<file path="src/rtl/irqc_pkg.sv">
package irqc_pkg;
  localparam int LVL_W     = 3;
  localparam int DATA_W    = 16;
  localparam logic [LVL_W-1:0] LVL_OFF = 3'd7;
  localparam int CTL_EDGE  = 3;
  localparam int CTL_CLR   = 4;
  localparam int CTL_PEND  = 5;
  localparam int ADDR_VEC  = 0;
  localparam int ADDR_MASK = 1;
  localparam int ADDR_SRC0 = 2;
endpackage

</file>
<file path="src/rtl/irqc_src_bank.sv">
module irqc_src_bank
  import irqc_pkg::*;
#(
  parameter int N_SRC = 8,
  parameter int IW    = 3
) (
  input  logic                   clk,
  input  logic                   rst_n,
  input  logic [N_SRC-1:0]       src_in,
  input  logic [N_SRC-1:0]       cfg_we,
  input  logic [4:0]             cfg_wdata,
  input  logic                   acc_clr,
  input  logic [IW-1:0]          acc_idx,
  output logic [N_SRC-1:0]       pend,
  output logic [N_SRC*LVL_W-1:0] lvl_flat,
  output logic [N_SRC-1:0]       edge_mode
);
  for (genvar i = 0; i < N_SRC; i++) begin : g_src
    logic [1:0]       sync_q;
    logic             prev_q;
    logic             pend_q;
    logic             mode_q;
    logic [LVL_W-1:0] lvl_q;
    logic             rise;
    logic             clr;

    assign rise = sync_q[1] && !prev_q;
    assign clr  = (cfg_we[i] && cfg_wdata[CTL_CLR]) ||
                  (acc_clr && acc_idx == IW'(i));

    always_ff @(posedge clk or negedge rst_n) begin
      if (!rst_n) begin
        sync_q <= '0;
        prev_q <= 1'b0;
        pend_q <= 1'b0;
        mode_q <= 1'b1;
        lvl_q  <= LVL_OFF;
      end else begin
        sync_q <= {sync_q[0], src_in[i]};
        prev_q <= sync_q[1];
        if (cfg_we[i]) begin
          lvl_q  <= cfg_wdata[LVL_W-1:0];
          mode_q <= cfg_wdata[CTL_EDGE];
        end
        if (rise)     pend_q <= 1'b1;
        else if (clr) pend_q <= 1'b0;
      end
    end

    assign pend[i]                   = mode_q ? pend_q : sync_q[1];
    assign lvl_flat[i*LVL_W +: LVL_W] = lvl_q;
    assign edge_mode[i]              = mode_q;
  end
endmodule

</file>
<file path="src/rtl/irqc_arbiter.sv">
module irqc_arbiter
  import irqc_pkg::*;
#(
  parameter int N_SRC  = 8,
  parameter int STAGES = 3
) (
  input  logic                   clk,
  input  logic                   rst_n,
  input  logic                   load,
  input  logic [N_SRC-1:0]       elig,
  input  logic [N_SRC*LVL_W-1:0] lvl_flat,
  output logic                   win_v,
  output logic [LVL_W-1:0]       win_lvl,
  output logic [STAGES-1:0]      win_idx
);
  localparam int P     = 1 << STAGES;
  localparam int NODES = 2 * P - 1;

  logic [P-1:0]       elig_p;
  logic [P*LVL_W-1:0] lvl_p;

  if (P > N_SRC) begin : g_pad
    assign elig_p = {{(P-N_SRC){1'b0}}, elig};
    assign lvl_p  = {{(P-N_SRC){LVL_OFF}}, lvl_flat};
  end else begin : g_nopad
    assign elig_p = elig;
    assign lvl_p  = lvl_flat;
  end

  logic              nv [NODES];
  logic [LVL_W-1:0]  nl [NODES];
  logic [STAGES-1:0] nx [NODES];

  always_ff @(posedge clk or negedge rst_n) begin
    if (!rst_n) begin
      for (int k = 0; k < NODES; k++) begin
        nv[k] <= 1'b0;
        nl[k] <= LVL_OFF;
        nx[k] <= '0;
      end
    end else begin
      if (load) begin
        for (int j = 0; j < P; j++) begin
          nv[P-1+j] <= elig_p[j];
          nl[P-1+j] <= lvl_p[j*LVL_W +: LVL_W];
          nx[P-1+j] <= STAGES'(j);
        end
      end
      for (int k = 0; k < P - 1; k++) begin
        if (nv[2*k+1] && (!nv[2*k+2] || nl[2*k+1] <= nl[2*k+2])) begin
          nv[k] <= 1'b1;
          nl[k] <= nl[2*k+1];
          nx[k] <= nx[2*k+1];
        end else begin
          nv[k] <= nv[2*k+2];
          nl[k] <= nl[2*k+2];
          nx[k] <= nx[2*k+2];
        end
      end
    end
  end

  assign win_v   = nv[0];
  assign win_lvl = nl[0];
  assign win_idx = nx[0];
endmodule

</file>
<file path="src/rtl/irqc_seq.sv">
module irqc_seq
  import irqc_pkg::*;
#(
  parameter int STAGES   = 3,
  parameter int VEC_BASE = 256,
  parameter int VEC_STEP = 4
) (
  input  logic               clk,
  input  logic               rst_n,
  input  logic               restart,
  input  logic               win_v,
  input  logic [LVL_W-1:0]   win_lvl,
  input  logic [STAGES-1:0]  win_idx,
  output logic               load,
  output logic               busy,
  output logic               irq,
  output logic [DATA_W-1:0]  acc_vec,
  output logic [LVL_W-1:0]   acc_lvl,
  output logic [STAGES-1:0]  acc_idx
);
  localparam int LAT = STAGES + 1;
  localparam int CW  = $clog2(LAT + 1) + 1;

  logic [CW-1:0] cnt;

  always_ff @(posedge clk or negedge rst_n) begin
    if (!rst_n) begin
      busy    <= 1'b1;
      cnt     <= '0;
      irq     <= 1'b0;
      acc_vec <= '0;
      acc_lvl <= LVL_OFF;
      acc_idx <= '0;
    end else if (restart) begin
      busy <= 1'b1;
      cnt  <= '0;
      irq  <= 1'b0;
    end else if (busy) begin
      if (cnt == CW'(LAT)) begin
        cnt <= '0;
        if (win_v) begin
          busy    <= 1'b0;
          irq     <= 1'b1;
          acc_lvl <= win_lvl;
          acc_idx <= win_idx;
          acc_vec <= DATA_W'(VEC_BASE + VEC_STEP * int'(win_idx));
        end
      end else begin
        cnt <= cnt + 1'b1;
      end
    end
  end

  assign load = busy && (cnt == '0);
endmodule

</file>
<file path="src/rtl/irqc_top.sv">
module irqc_top
  import irqc_pkg::*;
#(
  parameter int N_SRC    = 8,
  parameter int VEC_BASE = 256,
  parameter int VEC_STEP = 4,
  localparam int STAGES  = $clog2(N_SRC),
  localparam int ADDR_W  = $clog2(N_SRC + ADDR_SRC0)
) (
  input  logic              clk,
  input  logic              rst_n,
  input  logic [N_SRC-1:0]  src_in,
  input  logic              bus_sel,
  input  logic              bus_wr,
  input  logic [ADDR_W-1:0] bus_addr,
  input  logic [15:0]       bus_wdata,
  output logic [15:0]       bus_rdata,
  output logic              cpu_irq
);
  logic                   vec_rd, mask_wr, restart;
  logic [LVL_W-1:0]       mask_q;
  logic [N_SRC-1:0]       cfg_we, pend, edge_mode, elig;
  logic [N_SRC*LVL_W-1:0] lvl_flat;
  logic                   load, seq_busy, win_v;
  logic [LVL_W-1:0]       win_lvl, acc_lvl;
  logic [STAGES-1:0]      win_idx, acc_idx;
  logic [DATA_W-1:0]      acc_vec;
  logic                   unused_wbits;

  assign unused_wbits = ^bus_wdata[DATA_W-1:5];

  assign vec_rd  = bus_sel && !bus_wr && bus_addr == ADDR_W'(ADDR_VEC);
  assign mask_wr = bus_sel &&  bus_wr && bus_addr == ADDR_W'(ADDR_MASK);
  assign restart = vec_rd || mask_wr;

  for (genvar i = 0; i < N_SRC; i++) begin : g_dec
    assign cfg_we[i] = bus_sel && bus_wr && bus_addr == ADDR_W'(ADDR_SRC0 + i);
    assign elig[i]   = pend[i] && (lvl_flat[i*LVL_W +: LVL_W] < mask_q);
  end

  always_ff @(posedge clk or negedge rst_n) begin
    if (!rst_n)                 mask_q <= LVL_OFF;
    else if (mask_wr)           mask_q <= bus_wdata[LVL_W-1:0];
    else if (vec_rd && cpu_irq) mask_q <= acc_lvl;
  end

  always_comb begin
    bus_rdata = '0;
    if (bus_addr == ADDR_W'(ADDR_VEC)) begin
      bus_rdata = acc_vec;
    end else if (bus_addr == ADDR_W'(ADDR_MASK)) begin
      bus_rdata = {{(DATA_W-LVL_W){1'b0}}, mask_q};
    end else begin
      for (int i = 0; i < N_SRC; i++) begin
        if (bus_addr == ADDR_W'(ADDR_SRC0 + i))
          bus_rdata = {10'b0, pend[i], 1'b0, edge_mode[i], lvl_flat[i*LVL_W +: LVL_W]};
      end
    end
  end

  irqc_src_bank #(.N_SRC(N_SRC), .IW(STAGES)) u_bank (
    .clk       (clk),
    .rst_n     (rst_n),
    .src_in    (src_in),
    .cfg_we    (cfg_we),
    .cfg_wdata (bus_wdata[4:0]),
    .acc_clr   (vec_rd && cpu_irq),
    .acc_idx   (acc_idx),
    .pend      (pend),
    .lvl_flat  (lvl_flat),
    .edge_mode (edge_mode)
  );

  irqc_arbiter #(.N_SRC(N_SRC), .STAGES(STAGES)) u_arb (
    .clk      (clk),
    .rst_n    (rst_n),
    .load     (load),
    .elig     (elig),
    .lvl_flat (lvl_flat),
    .win_v    (win_v),
    .win_lvl  (win_lvl),
    .win_idx  (win_idx)
  );

  irqc_seq #(.STAGES(STAGES), .VEC_BASE(VEC_BASE), .VEC_STEP(VEC_STEP)) u_seq (
    .clk     (clk),
    .rst_n   (rst_n),
    .restart (restart),
    .win_v   (win_v),
    .win_lvl (win_lvl),
    .win_idx (win_idx),
    .load    (load),
    .busy    (seq_busy),
    .irq     (cpu_irq),
    .acc_vec (acc_vec),
    .acc_lvl (acc_lvl),
    .acc_idx (acc_idx)
  );
endmodule

</file>
<file path="config.mk">
export PLATFORM = sky130hd
export DESIGN_NAME = irqc_top
export DESIGN_NICKNAME = d
export VERILOG_FILES = /design/src/rtl/irqc_pkg.sv /design/src/rtl/irqc_src_bank.sv /design/src/rtl/irqc_arbiter.sv /design/src/rtl/irqc_seq.sv /design/src/rtl/irqc_top.sv
export SDC_FILE = /design/constraint.sdc
export NUM_CORES = 1
export LEC_CHECK = 0
export BUFFER_PORTS_ARGS = -buffer_cell sky130_fd_sc_hd__buf_2
export CORE_AREA = 2 2 238 123
export CTS_BUF_LIST = sky130_fd_sc_hd__clkbuf_16
export CTS_CLUSTER_SIZE = 14
export DETAILED_ROUTE_END_ITERATION = 10
export DIE_AREA = 0 0 240 125
export GPL_TIMING_DRIVEN = 0
export PLACE_DENSITY = 0.53
export SLEW_MARGIN = 0
export SYNTH_ARGS = -nofsm -noshare
export SYNTH_HDL_FRONTEND = slang
export SYNTH_HIERARCHICAL = 1
export SYNTH_SLANG_ARGS = --single-unit
</file>
<file path="constraint.sdc">
create_clock -name clk -period 4.95 [get_ports clk]
set_input_delay 0 -clock clk [delete_from_list [all_inputs] [get_ports clk]]
set_output_delay 0 -clock clk [all_outputs]
set_load 0.1 [all_outputs]
</file>
==> results.md <==
* Crit end category: output pin
* Seq/Total Area, Yosys at 0.482
* Pin count of the biggest net entering global routing at 92
* Switching power at 2.00 mW
* Post-synth ARST share at 1.00
* Grt met2 use at 0.163
* Gr busiest metal: met1
* Post-CTS setup buffer count at 0
* Period utilization at 0.597
* First drt pass iteration count at 5
* Worst setup path startpoint: bus_addr[3]
* Total CTS buffers at 17
* Final hold violation count at 0
* Power, Total at 5.46 mW
* Slew HR at 0.126
* Sw Share at 0.367
* Pint at 3.46 mW
* Final Slew Violations at 0
* Reg2reg end: u_arb/nv[3]
* Final WL at about 21 mm
* Routed length per instance at 17.7 um
* Worst R2R Path Depth at 8
* Leakage at around 4.1 nW
* Pwr dens at 567 nW/um^2
* DP HPWL at 16.4 mm
* Met1 Use GR at 0.267
* Total placed cells including tap cells at around 1200
* RePlAce Congestion at 0.862
* Fillers at 2868
* Setup CP Type: input pin to output pin
* Post-synthesis cell area at 8220 sq um
* Multi-input gate area at ~3800 sq um
* Startpoint Class: input pin
* Clk slew on worst S/H paths at ~0.06 ns
* Ys Warns at 6
* Clock Sinks at 154
* Top_reg_cell synth: dfstp_2
* Die Wd at between 200 and 250 um
* Critical R2R Launch: u_seq/cnt[0]
* # H-tree levels at 4
* Clock power share at 0.242
* Area grow syn2layout at 17.3%
* TritonCTS clock tree: built
* CTS Root Cell: clkbuf_16
* Nets at ~880
* Site Rows at 44
* Inserted Diodes at 0
* Register area at 3960 sq um
* Via density at 4.90
* Design area at 9640 sq um
* Placed Area at a little under 9000 sq um
* Met3 Resource Use GR at 0.0426
* Core Region at around 28000 sq um
* First-pass GRT wire length at 34.1 mm
* WHS at 0.0370 ns
* Initial DRC Count at 422
* R2R Setup Slk at about 2.6 ns
* Final setup viols at 0
* CP arrival at 2.96 ns
* Crit Path Max Fanout at 10
* Fin cells at 1210
* Sequential share of power at 0.402
* Synth Register Bits at 154
* Max IR drop VDD at around 0.00027 V
* Min-delay worst type: input pin to flip-flop
* Worst setup path end: bus_rdata[3]
* Chip Height at 125 um
* RSZ-0062 raised after global routing: no
* Share of layout cells above drive strength 1 at 0.325
* Combinational fraction of design power at 0.355
* Post-synth EDFFs at 0
* Setup TNS at 0 ns
* Clk_skew at 0.00704 ns
* Die area at 30000 sq um
* IO buf count at 26
* IO Pins at 49
* Starting Density at 0.291
* WP data required at 4.95 ns
* Cells after Synth at approximately 740
* Via count at 5934
* Remaining global-route overflow at 0
* Max cap viols at 0
* Vias in the first global route at 5606
* Fmax at ~340 MHz
* Final ANT Viol Nets at 0
* Status: finished clean
* Clock Latency Late Sink at roughly 0.43 ns
* Maximum clock insertion buffer count at 2
* Residual DRC count at 0
* Avg Synthesized Cell Area at 11.2 sq um
* Tightest Pin Transition at 1.30 ns
* Initial antenna violation count at 1
* Min Tclk post-route at just under 3 ns
* Cell variety after synth at 66
* Total GRT Usage at 0.151
power groups by stage:
stage | sequential, mW | combinational, mW | clock, mW
final | 2.20 | 1.94 | 1.32
after global routing | 2.25 | 2.18 | 1.42
after CTS | 2.19 | 1.93 | 1.36
after detailed placement | 2.20 | 1.91 | 0
after global placement | 2.20 | 1.86 | 0
after floorplan | 2.04 | 1.45 | 0
critical path, stage by stage:
cell	delay, ns
dlygate4sd3_1	0.53
buf_2	0.16
clkbuf_1	0.24
nor4_1	0.97
clkbuf_1	0.39
nand2_1	0.10
o221ai_1	0.09
buf_2	0.47
metrics by stage:
stage / worst slack [ns] / utilization
6_report: 1.99 / 0.342
5_1_grt: 1.73 / 0.342
4_1_cts: 1.89 / 0.342
3_5_place_dp: 2.10 / 0.316
3_3_place_gp: 1.55 / 0.315
2_1_floorplan: 1.60 / -
worst min path at each step:
| stage | startpoint | endpoint | depth (start not counted) |
|---|---|---|---|
| 2_1_floorplan | rst_n | u_arb/nv[0] | 0 |
| 3_3_place_gp | src_in[3] | u_bank/g_src[3].sync_q[0] | 1 |
| 3_5_place_dp | src_in[2] | u_bank/g_src[2].sync_q[0] | 1 |
| 4_1_cts | bus_wdata[1] | u_bank/g_src[1].lvl_q[1] | 2 |
| 5_1_grt | bus_wdata[1] | u_bank/g_src[5].lvl_q[1] | 2 |
| 6_report | bus_wdata[1] | u_bank/g_src[1].lvl_q[1] | 2 |
synth_stat cells (4+ instances only):
library cell | instances | area (sq um)
a21boi_0 | 8 | 60.1
a21o_1 | 6 | 45.0
a21oi_1 | 17 | 85.1
a32o_1 | 8 | 80.1
and2_1 | 11 | 68.8
and3b_1 | 16 | 140
buf_2 | 7 | 35.0
buf_4 | 30 | 225
clkbuf_1 | 12 | 45.0
dfrtp_1 | 70 | 1750
dfstp_2 | 84 | 2210
ha_1 | 39 | 488
inv_1 | 50 | 188
mux2_2 | 65 | 732
mux2i_1 | 9 | 90.1
nand2_1 | 69 | 259
nand2b_1 | 8 | 50.1
nand3_1 | 15 | 75.1
nand3b_1 | 12 | 90.1
nand4b_1 | 6 | 52.6
nor2_1 | 10 | 37.5
nor2b_1 | 9 | 56.3
nor3_1 | 8 | 40.0
o2111a_1 | 6 | 67.6
o2111ai_1 | 19 | 166
o211a_1 | 7 | 70.1
o211ai_1 | 12 | 90.1
o21a_1 | 7 | 52.6
o21ai_0 | 30 | 150
o221a_2 | 4 | 45.0
o221ai_1 | 8 | 70.1
o311ai_0 | 4 | 35.0
or2_2 | 9 | 56.3
or3_1 | 9 | 56.3
state kept, by name, summed over array words and instances (netlist names), 4 cells and up:
name,count
u_arb/nl,42
u_arb/nv,14
u_arb/nx,11
u_bank/g_src.lvl_q,24
u_bank/g_src.mode_q,8
u_bank/g_src.pend_q,8
u_bank/g_src.prev_q,8
u_bank/g_src.sync_q,16
u_seq/cnt,4
layer usage:
layer  wire length (um)  share of wire
met4                158         0.0074
met2               7260           0.34
met5                  0              0
met3               1460          0.068
met1              12600           0.59
cell usage in the layout, fill, tap and decap left out, drive strengths merged, types with 6 or more instances in the layout:
cell,count
inv,55
o21a,7
dlygate4sd3,13
buf,69
or2,10
o21ai,31
clkinv,6
o2111ai,19
conb,12
nand2,69
a21oi,17
and3b,17
nor3,8
o311ai,7
dfstp,84
clkbuf,31
o211a,7
o211ai,12
nor2b,9
o2111a,6
a32o,8
and2,11
a21boi,8
nand4b,7
mux2i,9
dfrtp,70
nand3b,12
nand3,15
mux2,66
or3,9
ha,39
nor2,10
a21o,8
nand2b,8
o221ai,8
layout make-up:
type / instances / area share
flip-flops and latches: 154 / 0.411
multi-input cells: 488 / 0.391
clock buffers: 18 / 0.0467
well taps: 391 / 0.0508
inverters: 50 / 0.0195
repair buffers: 40 / 0.0305
plain buffers: 55 / 0.0365
clock inverters: 14 / 0.0144
what timing repair did:
item / 4_1_cts / 5_1_grt
resized for setup: 0 / 0
hold buffers: 13 / 0
endpoints found under the hold margin: 73 / 0
kinds of logic after synthesis:
group / synth area share
AOI/OAI and AO/OA: 0.145
xor gates and xnor gates: 0.00107
adders and majority gates: 0.0594
buffers and inverters: 0.0656
DFF: 0.482
muxes: 0.102
other: 0.000456
and+or+nand+nor: 0.144
Power figures use the tool's default switching activity.
